--- config.mk ---
export PLATFORM = sky130hd
export DESIGN_NAME = ddr2i_init_seq
export DESIGN_NICKNAME = d
export VERILOG_FILES = /design/src/rtl/ddr2i_pkg.sv /design/src/rtl/ddr2i_gap_timer.sv /design/src/rtl/ddr2i_step_ctrl.sv /design/src/rtl/ddr2i_mode_enc.sv /design/src/rtl/ddr2i_init_seq.sv
export SDC_FILE = /design/constraint.sdc
export NUM_CORES = 1
export LEC_CHECK = 0
export ABC_AREA = 1
export BUFFER_PORTS_ARGS = -buffer_cell sky130_fd_sc_hd__buf_2
export CORE_MARGIN = 2
export CORE_UTILIZATION = 57
export DETAILED_ROUTE_END_ITERATION = 6
export GPL_TIMING_DRIVEN = 0
export PLACE_DENSITY = 0.82
export SYNTH_ARGS = -nofsm -noshare
export SYNTH_HDL_FRONTEND = slang
export SYNTH_SLANG_ARGS = --single-unit
--- constraint.sdc ---
create_clock -name clk -period 3.4 [get_ports clk]
set_input_delay 0.68 -clock clk [delete_from_list [all_inputs] [get_ports clk]]
set_output_delay 0.68 -clock clk [all_outputs]
set_load 0.03 [all_outputs]
--- src/rtl/ddr2i_pkg.sv ---
package ddr2i_pkg;

  // {ras_n, cas_n, we_n} with cs_n low
  typedef enum logic [2:0] {
    CMD_LMR = 3'b000,
    CMD_REF = 3'b001,
    CMD_PRE = 3'b010,
    CMD_NOP = 3'b111
  } ddr_cmd_e;

  typedef enum logic [1:0] {
    MR_MAIN = 2'd0,
    MR_EXT1 = 2'd1,
    MR_EXT2 = 2'd2,
    MR_EXT3 = 2'd3
  } mr_sel_e;

  typedef enum logic [1:0] {
    OP_PRE  = 2'd0,
    OP_REF  = 2'd1,
    OP_LOAD = 2'd2
  } op_kind_e;

  typedef enum logic [1:0] {
    SQ_IDLE = 2'd0,
    SQ_RUN  = 2'd1,
    SQ_DONE = 2'd2
  } seq_state_e;

  typedef struct packed {
    op_kind_e kind;
    mr_sel_e  reg_sel;
    logic     dll_rst;   // MR0 only
    logic     ocd_dflt;  // MR1 only
  } step_t;

  localparam int NUM_STEPS = 11;
  localparam int MR_BITS   = 13;

  // Ordered step list of the power-up sequence
  function automatic step_t step_of(input int unsigned idx);
    step_t s;
    s = '{kind: OP_PRE, reg_sel: MR_MAIN, dll_rst: 1'b0, ocd_dflt: 1'b0};
    case (idx)
      0, 5:  s.kind = OP_PRE;
      1:     begin s.kind = OP_LOAD; s.reg_sel = MR_EXT2; end
      2:     begin s.kind = OP_LOAD; s.reg_sel = MR_EXT3; end
      3, 10: begin s.kind = OP_LOAD; s.reg_sel = MR_EXT1; end
      4:     begin s.kind = OP_LOAD; s.reg_sel = MR_MAIN; s.dll_rst = 1'b1; end
      6, 7:  s.kind = OP_REF;
      8:     begin s.kind = OP_LOAD; s.reg_sel = MR_MAIN; end
      9:     begin s.kind = OP_LOAD; s.reg_sel = MR_EXT1; s.ocd_dflt = 1'b1; end
      default: s.kind = OP_REF;
    endcase
    return s;
  endfunction

endpackage

--- src/rtl/ddr2i_gap_timer.sv ---
module ddr2i_gap_timer #(
  parameter int GAP_CYC = 15
) (
  input  logic clk,
  input  logic rst_n,
  input  logic load,
  output logic expired
);
  localparam int CW = (GAP_CYC > 1) ? $clog2(GAP_CYC) : 1;
  localparam logic [CW-1:0] RELOAD = CW'(GAP_CYC - 1);

  logic [CW-1:0] cnt_q;

  always_ff @(posedge clk or negedge rst_n) begin
    if (!rst_n)              cnt_q <= '0;
    else if (load)           cnt_q <= RELOAD;
    else if (cnt_q != '0)    cnt_q <= cnt_q - 1'b1;
  end

  assign expired = (cnt_q == '0);
endmodule

--- src/rtl/ddr2i_step_ctrl.sv ---
module ddr2i_step_ctrl
  import ddr2i_pkg::*;
#(
  parameter int STEPS = NUM_STEPS
) (
  input  logic                         clk,
  input  logic                         rst_n,
  input  logic                         start,
  input  logic                         expired,
  output logic                         fire,
  output logic                         issue,
  output logic [$clog2(STEPS)-1:0]     step,
  output logic                         launched,
  output logic                         done
);
  localparam int SW = $clog2(STEPS);
  localparam logic [SW-1:0] LAST = SW'(STEPS - 1);

  seq_state_e     st_q;
  logic [SW-1:0]  step_q;
  logic           issue_q;
  logic           done_q;
  logic           finish;

  always_comb begin
    fire   = 1'b0;
    finish = 1'b0;
    case (st_q)
      SQ_IDLE: fire = start;
      SQ_RUN: begin
        fire   = expired && (step_q != LAST);
        finish = expired && (step_q == LAST);
      end
      default: ;
    endcase
  end

  always_ff @(posedge clk or negedge rst_n) begin
    if (!rst_n) begin
      st_q    <= SQ_IDLE;
      step_q  <= '0;
      issue_q <= 1'b0;
      done_q  <= 1'b0;
    end else begin
      issue_q <= fire;
      if (st_q == SQ_IDLE && start) begin
        st_q   <= SQ_RUN;
        step_q <= '0;
      end else if (fire) begin
        step_q <= step_q + 1'b1;
      end else if (finish) begin
        st_q   <= SQ_DONE;
        done_q <= 1'b1;
      end
    end
  end

  assign issue    = issue_q;
  assign step     = step_q;
  assign launched = (st_q != SQ_IDLE);
  assign done     = done_q;
endmodule

--- src/rtl/ddr2i_mode_enc.sv ---
module ddr2i_mode_enc
  import ddr2i_pkg::*;
#(
  parameter int ADDR_W       = 13,
  parameter int BA_W         = 2,
  parameter int BURST_LEN    = 4,
  parameter bit BURST_INTLV  = 1'b0,
  parameter int CAS_LAT      = 3,
  parameter int WR_REC       = 3,
  parameter bit PD_SLOW_EXIT = 1'b0,
  parameter bit DLL_DISABLE  = 1'b0,
  parameter bit DRIVE_REDUCE = 1'b0,
  parameter logic [1:0] RTT_CODE = 2'b00,
  parameter int ADD_LAT      = 0,
  parameter bit DQSN_DISABLE = 1'b0,
  parameter bit RDQS_ENABLE  = 1'b0,
  parameter bit OUT_DISABLE  = 1'b0,
  parameter bit SRT_FAST     = 1'b0
) (
  input  step_t             step_info,
  output ddr_cmd_e          cmd,
  output logic [BA_W-1:0]   ba,
  output logic [ADDR_W-1:0] addr
);
  localparam logic [2:0] BL_CODE = (BURST_LEN == 8) ? 3'b011 : 3'b010;
  localparam logic [2:0] CL_CODE = 3'(CAS_LAT);
  localparam logic [2:0] WR_CODE = 3'(WR_REC - 1);
  localparam logic [2:0] AL_CODE = 3'(ADD_LAT);

  localparam logic [MR_BITS-1:0] MR0_BASE =
    {PD_SLOW_EXIT, WR_CODE, 1'b0, 1'b0, CL_CODE, BURST_INTLV, BL_CODE};
  localparam logic [MR_BITS-1:0] MR1_BASE =
    {OUT_DISABLE, RDQS_ENABLE, DQSN_DISABLE, 3'b000, RTT_CODE[1],
     AL_CODE, RTT_CODE[0], DRIVE_REDUCE, DLL_DISABLE};
  localparam logic [MR_BITS-1:0] MR2_BASE = MR_BITS'({SRT_FAST, 7'b0});
  localparam logic [MR_BITS-1:0] A10_ONLY = MR_BITS'(1) << 10;

  logic [MR_BITS-1:0] word;

  always_comb begin
    word = '0;
    cmd  = CMD_REF;
    case (step_info.kind)
      OP_PRE: begin
        cmd  = CMD_PRE;
        word = A10_ONLY;
      end
      OP_LOAD: begin
        cmd = CMD_LMR;
        case (step_info.reg_sel)
          MR_MAIN: word = MR0_BASE | (MR_BITS'(step_info.dll_rst) << 8);
          MR_EXT1: word = MR1_BASE | ({MR_BITS{step_info.ocd_dflt}} & (MR_BITS'(7) << 7));
          MR_EXT2: word = MR2_BASE;
          default: word = '0;
        endcase
      end
      default: ;
    endcase
  end

  generate
    if (ADDR_W > MR_BITS) begin : g_addr_pad
      assign addr = {{(ADDR_W - MR_BITS){1'b0}}, word};
    end else begin : g_addr_fit
      assign addr = word;
    end
    if (BA_W > 2) begin : g_ba_pad
      assign ba = (step_info.kind == OP_LOAD) ? {{(BA_W - 2){1'b0}}, step_info.reg_sel} : '0;
    end else begin : g_ba_fit
      assign ba = (step_info.kind == OP_LOAD) ? step_info.reg_sel : '0;
    end
  endgenerate
endmodule

--- src/rtl/ddr2i_init_seq.sv ---
module ddr2i_init_seq
  import ddr2i_pkg::*;
#(
  parameter int ADDR_W       = 13,
  parameter int BA_W         = 2,
  parameter int GAP_CYC      = 15,
  parameter int BURST_LEN    = 4,
  parameter bit BURST_INTLV  = 1'b0,
  parameter int CAS_LAT      = 3,
  parameter int WR_REC       = 3,
  parameter bit PD_SLOW_EXIT = 1'b0,
  parameter bit DLL_DISABLE  = 1'b0,
  parameter bit DRIVE_REDUCE = 1'b0,
  parameter logic [1:0] RTT_CODE = 2'b00,
  parameter int ADD_LAT      = 0,
  parameter bit DQSN_DISABLE = 1'b0,
  parameter bit RDQS_ENABLE  = 1'b0,
  parameter bit OUT_DISABLE  = 1'b0,
  parameter bit SRT_FAST     = 1'b0
) (
  input  logic              clk,
  input  logic              rst_n,
  input  logic              start,
  output logic              cke,
  output logic              cs_n,
  output logic              ras_n,
  output logic              cas_n,
  output logic              we_n,
  output logic [BA_W-1:0]   ba,
  output logic [ADDR_W-1:0] addr,
  output logic              done
);
  localparam int SW = $clog2(NUM_STEPS);

  logic          expired, fire, issue, launched, seq_done;
  logic [SW-1:0] step;
  ddr_cmd_e      enc_cmd;
  logic [BA_W-1:0]   enc_ba;
  logic [ADDR_W-1:0] enc_addr;

  ddr2i_gap_timer #(.GAP_CYC(GAP_CYC)) u_timer (
    .clk(clk), .rst_n(rst_n), .load(fire), .expired(expired)
  );

  ddr2i_step_ctrl #(.STEPS(NUM_STEPS)) u_ctrl (
    .clk(clk), .rst_n(rst_n), .start(start), .expired(expired),
    .fire(fire), .issue(issue), .step(step), .launched(launched), .done(seq_done)
  );

  ddr2i_mode_enc #(
    .ADDR_W(ADDR_W), .BA_W(BA_W), .BURST_LEN(BURST_LEN), .BURST_INTLV(BURST_INTLV),
    .CAS_LAT(CAS_LAT), .WR_REC(WR_REC), .PD_SLOW_EXIT(PD_SLOW_EXIT),
    .DLL_DISABLE(DLL_DISABLE), .DRIVE_REDUCE(DRIVE_REDUCE), .RTT_CODE(RTT_CODE),
    .ADD_LAT(ADD_LAT), .DQSN_DISABLE(DQSN_DISABLE), .RDQS_ENABLE(RDQS_ENABLE),
    .OUT_DISABLE(OUT_DISABLE), .SRT_FAST(SRT_FAST)
  ) u_enc (
    .step_info(step_of(int'(step))), .cmd(enc_cmd), .ba(enc_ba), .addr(enc_addr)
  );

  // Output register stage: every pin changes one edge after the decision
  logic [2:0] rcw_q;
  always_ff @(posedge clk or negedge rst_n) begin
    if (!rst_n) begin
      cke   <= 1'b0;
      cs_n  <= 1'b1;
      rcw_q <= CMD_NOP;
      ba    <= '0;
      addr  <= '0;
      done  <= 1'b0;
    end else begin
      cke  <= 1'b1;
      done <= seq_done;
      cs_n <= !launched;
      if (issue) begin
        rcw_q <= enc_cmd;
        ba    <= enc_ba;
        addr  <= enc_addr;
      end else begin
        rcw_q <= CMD_NOP;
        ba    <= '0;
        addr  <= '0;
      end
    end
  end

  assign {ras_n, cas_n, we_n} = rcw_q;
endmodule

# == Word level (Yosys, flattened, before mapping) ==
# Index checks and enable logic that the tools add are counted.
# word_totals
latch_bits,0
ramBits,0
mem_count,0
regBits,33
word_cells,67
output_inout_bits,21
rom_bits,0
# classes
n_bitwise,2
n_mux,20
n_div,0
n_lt_le_gt_ge,0
shift,0
reduce_logical,19
mul,0
addsub,2
eq_ne,13
# ops
op,count
13-bit one-hot mux with 2 select lines,1
11-bit one-hot mux with 2 select lines,1
4-bit 2-to-1 mux,4
13-bit 2-to-1 mux,1
4-bit equality test (second input constant),3
2-bit 2-to-1 mux,5
4-bit by 2-bit equality test with 1-bit output (second input constant),2
4-bit by 3-bit equality test with 1-bit output (second input constant),2
4-bit logical NOT,2
2-bit one-hot mux with 2 select lines,2
2-bit nonzero test,4
7-bit OR reduction,1
2-bit logical NOT,3
2-bit one-hot mux with 3 select lines,1
4-bit by 1-bit adder with 4-bit output (second input constant),1
2-bit by 1-bit equality test with 1-bit output (second input constant),2
4-bit by 1-bit equality test with 1-bit output (second input constant),1
4-bit != test (second input constant),1
4-bit nonzero test,1
4-bit by 1-bit subtractor with 4-bit output (second input constant),1
1-bit logical AND,3
1-bit 2-to-1 mux,3
3-bit 2-to-1 mux,1
3-bit AND reduction,1
other kinds (8),9

# == Logic depth before layout (Yosys ltp) ==
# logic_depth
depth_word,7
depth_mapped,8
depth_no_buf,8

# == Cells and area by module ==
# A second synthesis with hierarchy kept.
# unflattened
hier_cells,191
hier_area_um2,1572.8
# modules_own_cells
mod,area_each_um2,instances,seq_area_each_um2,cells_per_inst
ddr2i_init_seq,792.0,1,530.5,85
ddr2i_step_ctrl,410.4,1,200.2,48
ddr2i_gap_timer,217.7,1,100.1,29
ddr2i_mode_enc,152.6,1,0.0,29

# == Worst setup path before layout ==
# Ideal clock, no wire load.
# synth_timing
kind,flip-flop to output port
from,register addr[5] (netlist name)
to,output port addr[4]
n_path_buf,1
required_time_ns,2.720
stages_incl_launch_ff,2
slack_ns,1.998
t_arrival_ns,0.722
path_cell_list,dfrtp_1 buf_4
# synth_rtl
element,line_no,text
"end, declared",ddr2i_init_seq.sv:30,"output logic [ADDR_W-1:0] addr,"

# == Final worst setup path ==
# layout_timing
from,register cs_n
to,output port cs_n
# layout_rtl
element,line_no,text
"start, declared",ddr2i_init_seq.sv:25,"output logic cs_n,"
"start signal, assigned",ddr2i_init_seq.sv:73,cs_n <= !launched;
# No word-level cell between the ends.

==> out/metrics.yaml <==
drt:
  remaining_drc_errors: 0
  finalWirelength_um: 1850
  post_drt_wl_per_cell_um: 9.98
  num_vias: 884
  drt-vias-per-instance: 4.78
  drt_iter0_drc: 16
  drt_pre_antenna_iters: 4
  drt.antenna.violating_nets: 0
timing:
  timing.setup.tns_ps: 0
  timing.fmax_ghz: 0.578
  hold_viol_final: 0
  timing.final.max_slew_violations: 0
  grt_setup_unrepaired: "no"
  finalCritPeriodShare_pct: 50.9
  timing.final.setup_violations: 0
  finalWorstSetupSlack_ps: 1670
  fin_crit_ps: 1730
  worst_clock_skew_ps: 2.28
worst_setup_path:
  cp_num_buf_inv: 1
  crit_path_top_delay_cell: "dfstp_2"
  cp_cell_sequence: "buf_2"
  cp-start-kind: "register"
  timing.critical_path.arrival_ps: 1050
  timing.critical_path.max_delay_family: "flip-flops"
  timing.critical_path.fanout_max: 1
  timing.critical_path.to_type: "output pin"
  worstSetupPathType: "reg2out"
  critical-path-max-stage-delay_ps: 550
  worstPathRequired_ps: 2720
global_routing:
  antenna_found_initial: 0
  grt_start_max_net_pins: 25
  total_routing_resource_utilization_after_global_routing_pct: 17.7
  globalRoute.totalOverflow: 0
  met2_usage_pct: 30.2
  grt_pass1_wl_um: 3310
  use_met3_pct: 2.73
  first_global_vias: 807
  global_route.usage.met1_pct: 21.4
  globalRoute.busiestLayer: "met2"
die:
  initial_cell_density_of_the_core_pct: 61.0
  dieHeight_um: 49.8
  die_area_mm2: 0.00248
  num_rows: 16
  die_x_um: 49.8
  floorplan.core_area_mm2: 0.00196
  top_level_ports: 24
power:
  pwr-share-seq_pct: 39.3
  power_switching_share_pct: 44.2
  cellPowerDensity_mw_per_mm2: 830
  power.net_switching_uw: 503
  clock_power_share_pct: 12.9
  internal_power_uw: 634
  worst_ir_drop_vdd_uv: 448
  p_leak_uw: 0.000768
  comb_power_share_pct: 47.8
synth:
  avgSynthCellArea_um2: 9.06
  synthesis.yosys.warnings: 0
  share_of_the_synthesized_area_in_the_top_cell_type_pct: 41.8
  synth_edf_count: 0
  synth-seq-area-share_pct: 50.6
  syn-instance-count: 132
  synthTopCellsByArea: "dfrtp_1 (42%), dfstp_2 (8.8%), nand2_1 (8.5%)"
  share_of_flip_flops_with_an_asynchronous_set_or_reset_after_synthesis_pct: 100
  flip_flop_and_latch_count_after_synthesis: 24
  synth.largest_area_cell: "dfrtp_1"
  syn_area_mm2: 0.00120
  dominantRegCellSynth: "dfrtp_1"
  synthMostInstantiatedCell: "nand2_1"
  ys_top_cells_by_count: "nand2_1 (27), dfrtp_1 (20), inv_1 (15)"
  yosysUniqueCellTypes: 24
clocking:
  post-cts-setup-buffers: 0
  cts_bufs_inserted: 3
  worst_setup_hold_path_clk_slew_ps: 120
  root_buffer: "clkbuf_4"
  cts_max_path_buffers: 2
  clock_insertion_delay_worst_skew_ps: 310
  cts.htree.levels: 1
  post_cts_resize_count: 0
  clock_sink_count: 24
  tritoncts: "yes"
  cts_hold_repair.buffers: 0
place:
  placement.io_buffers: 17
  hpwl_um: 1450
  finalWeightedCongestion: 0.823
  post_placement_worst_setup_slack_ps: 1930
final_layout:
  layout.core_utilization_pct: 69.8
  layout.area.seq_um2: 606
  multi_input_comb_area_um2: 467
  layout-area-overhead-vs-synth_pct: 14.5
  insertedDiodeCount: 0
  num-nets-final: 167
  fraction_of_final_layout_cells_sized_beyond_drive_strength_1_pct: 30.4
  fillerInstances: 166
min_path:
  timing.hold.worst.class: "in2async"
flow_run:
  max-cap-violations: 0
outcome:
  status: "complete, no violations"
worst paths after layout:
check,startpoint,cells after the start,endpoint,slack (ps)
min reg2reg,u_ctrl.done,0,done,400
min in group clk,u_ctrl.done,0,done,400
min,rst_n,1,addr[9],310
max,cs_n,1,cs_n,1670
max reg2reg,u_timer.cnt_q[0],6,u_ctrl.st_q[0],1890
max in group asynchronous,rst_n,1,cs_n,2730
logic make-up after synthesis:
group	count (synthesis)	synth area share (%)
AO/OA/AOI/OAI	9	4.08
XOR/XNOR	1	0.732
adder cells (fa/ha/maj)	5	5.23
buffers and inverters	28	11.9
flip-flops	24	50.6
other	2	0.628
AND/OR/NAND/NOR	63	26.8
metal layers:
metal | wire length (um) | part of all wire (%) | vias to the layer above
met2 | 963 | 52 | 24
li1 | - | - | 450
met1 | 758 | 41 | 405
met3 | 76 | 4.1 | 5
met5 | 0 | 0 | -
met4 | 46 | 2.5 | 0
layout by cell type (no fill, tap or decap), types with 2 or more instances in the layout:
master / count
o21ai_1: 2
ha_1: 5
nor2_1: 11
inv_1: 15
nand3_4: 2
nand2_2: 3
nor2_2: 2
nand3_1: 11
buf_2: 17
conb_1: 7
dfstp_2: 4
o21ai_0: 4
dfrtp_1: 20
buf_4: 10
clkbuf_4: 3
nand2_1: 27
inv_2: 3
nand4_1: 3
worst register-to-register path, delay by kind of cell, from the launching register on:
family	cells	cell delay, ps
AOI/OAI and AO/OA	1	130
adders and majority gates	1	220
buffers and inverters	1	100
DFF	1	390
and+or+nand+nor	3	580
through the flow:
stage	instance area (um^2)	power, uW	hold WS [ps]	instances
after floorplan	1210	890	354	137
after global placement	1330	971	362	181
after detailed placement	1330	998	364	181
after CTS	1370	1140	321	185
after global routing	1370	1250	339	185
final	1370	1140	308	185
power by group through the flow:
| stage | Sequential, uW | Combinational, uW | Clock [uW] |
|---|---|---|---|
| final | 447 | 544 | 146 |
| after global routing | 460 | 627 | 163 |
| after CTS | 446 | 547 | 150 |
| after detailed placement | 452 | 546 | 0 |
| after global placement | 447 | 525 | 0 |
| after floorplan | 506 | 384 | 0 |
cell type report:
cell class / count / share of cell area, %
flip-flops and latches: 24 / 44.2
clock buffers: 4 / 2.65
inverters: 18 / 4.93
well taps: 27 / 2.47
repair buffers: 17 / 6.21
plain buffers: 10 / 5.48
multi-input cells: 85 / 34.1
registers in the layout (all words and copies together) (netlist names):
name,count
rcw_q,3
u_ctrl.done,1
u_timer.cnt_q,4
cs_n,1
done,1
cke,1
u_ctrl.step,4
u_ctrl.issue,1
addr,4
ba,2
u_ctrl.st_q,2
No activity file was read; power rests on OpenSTA's default activity.
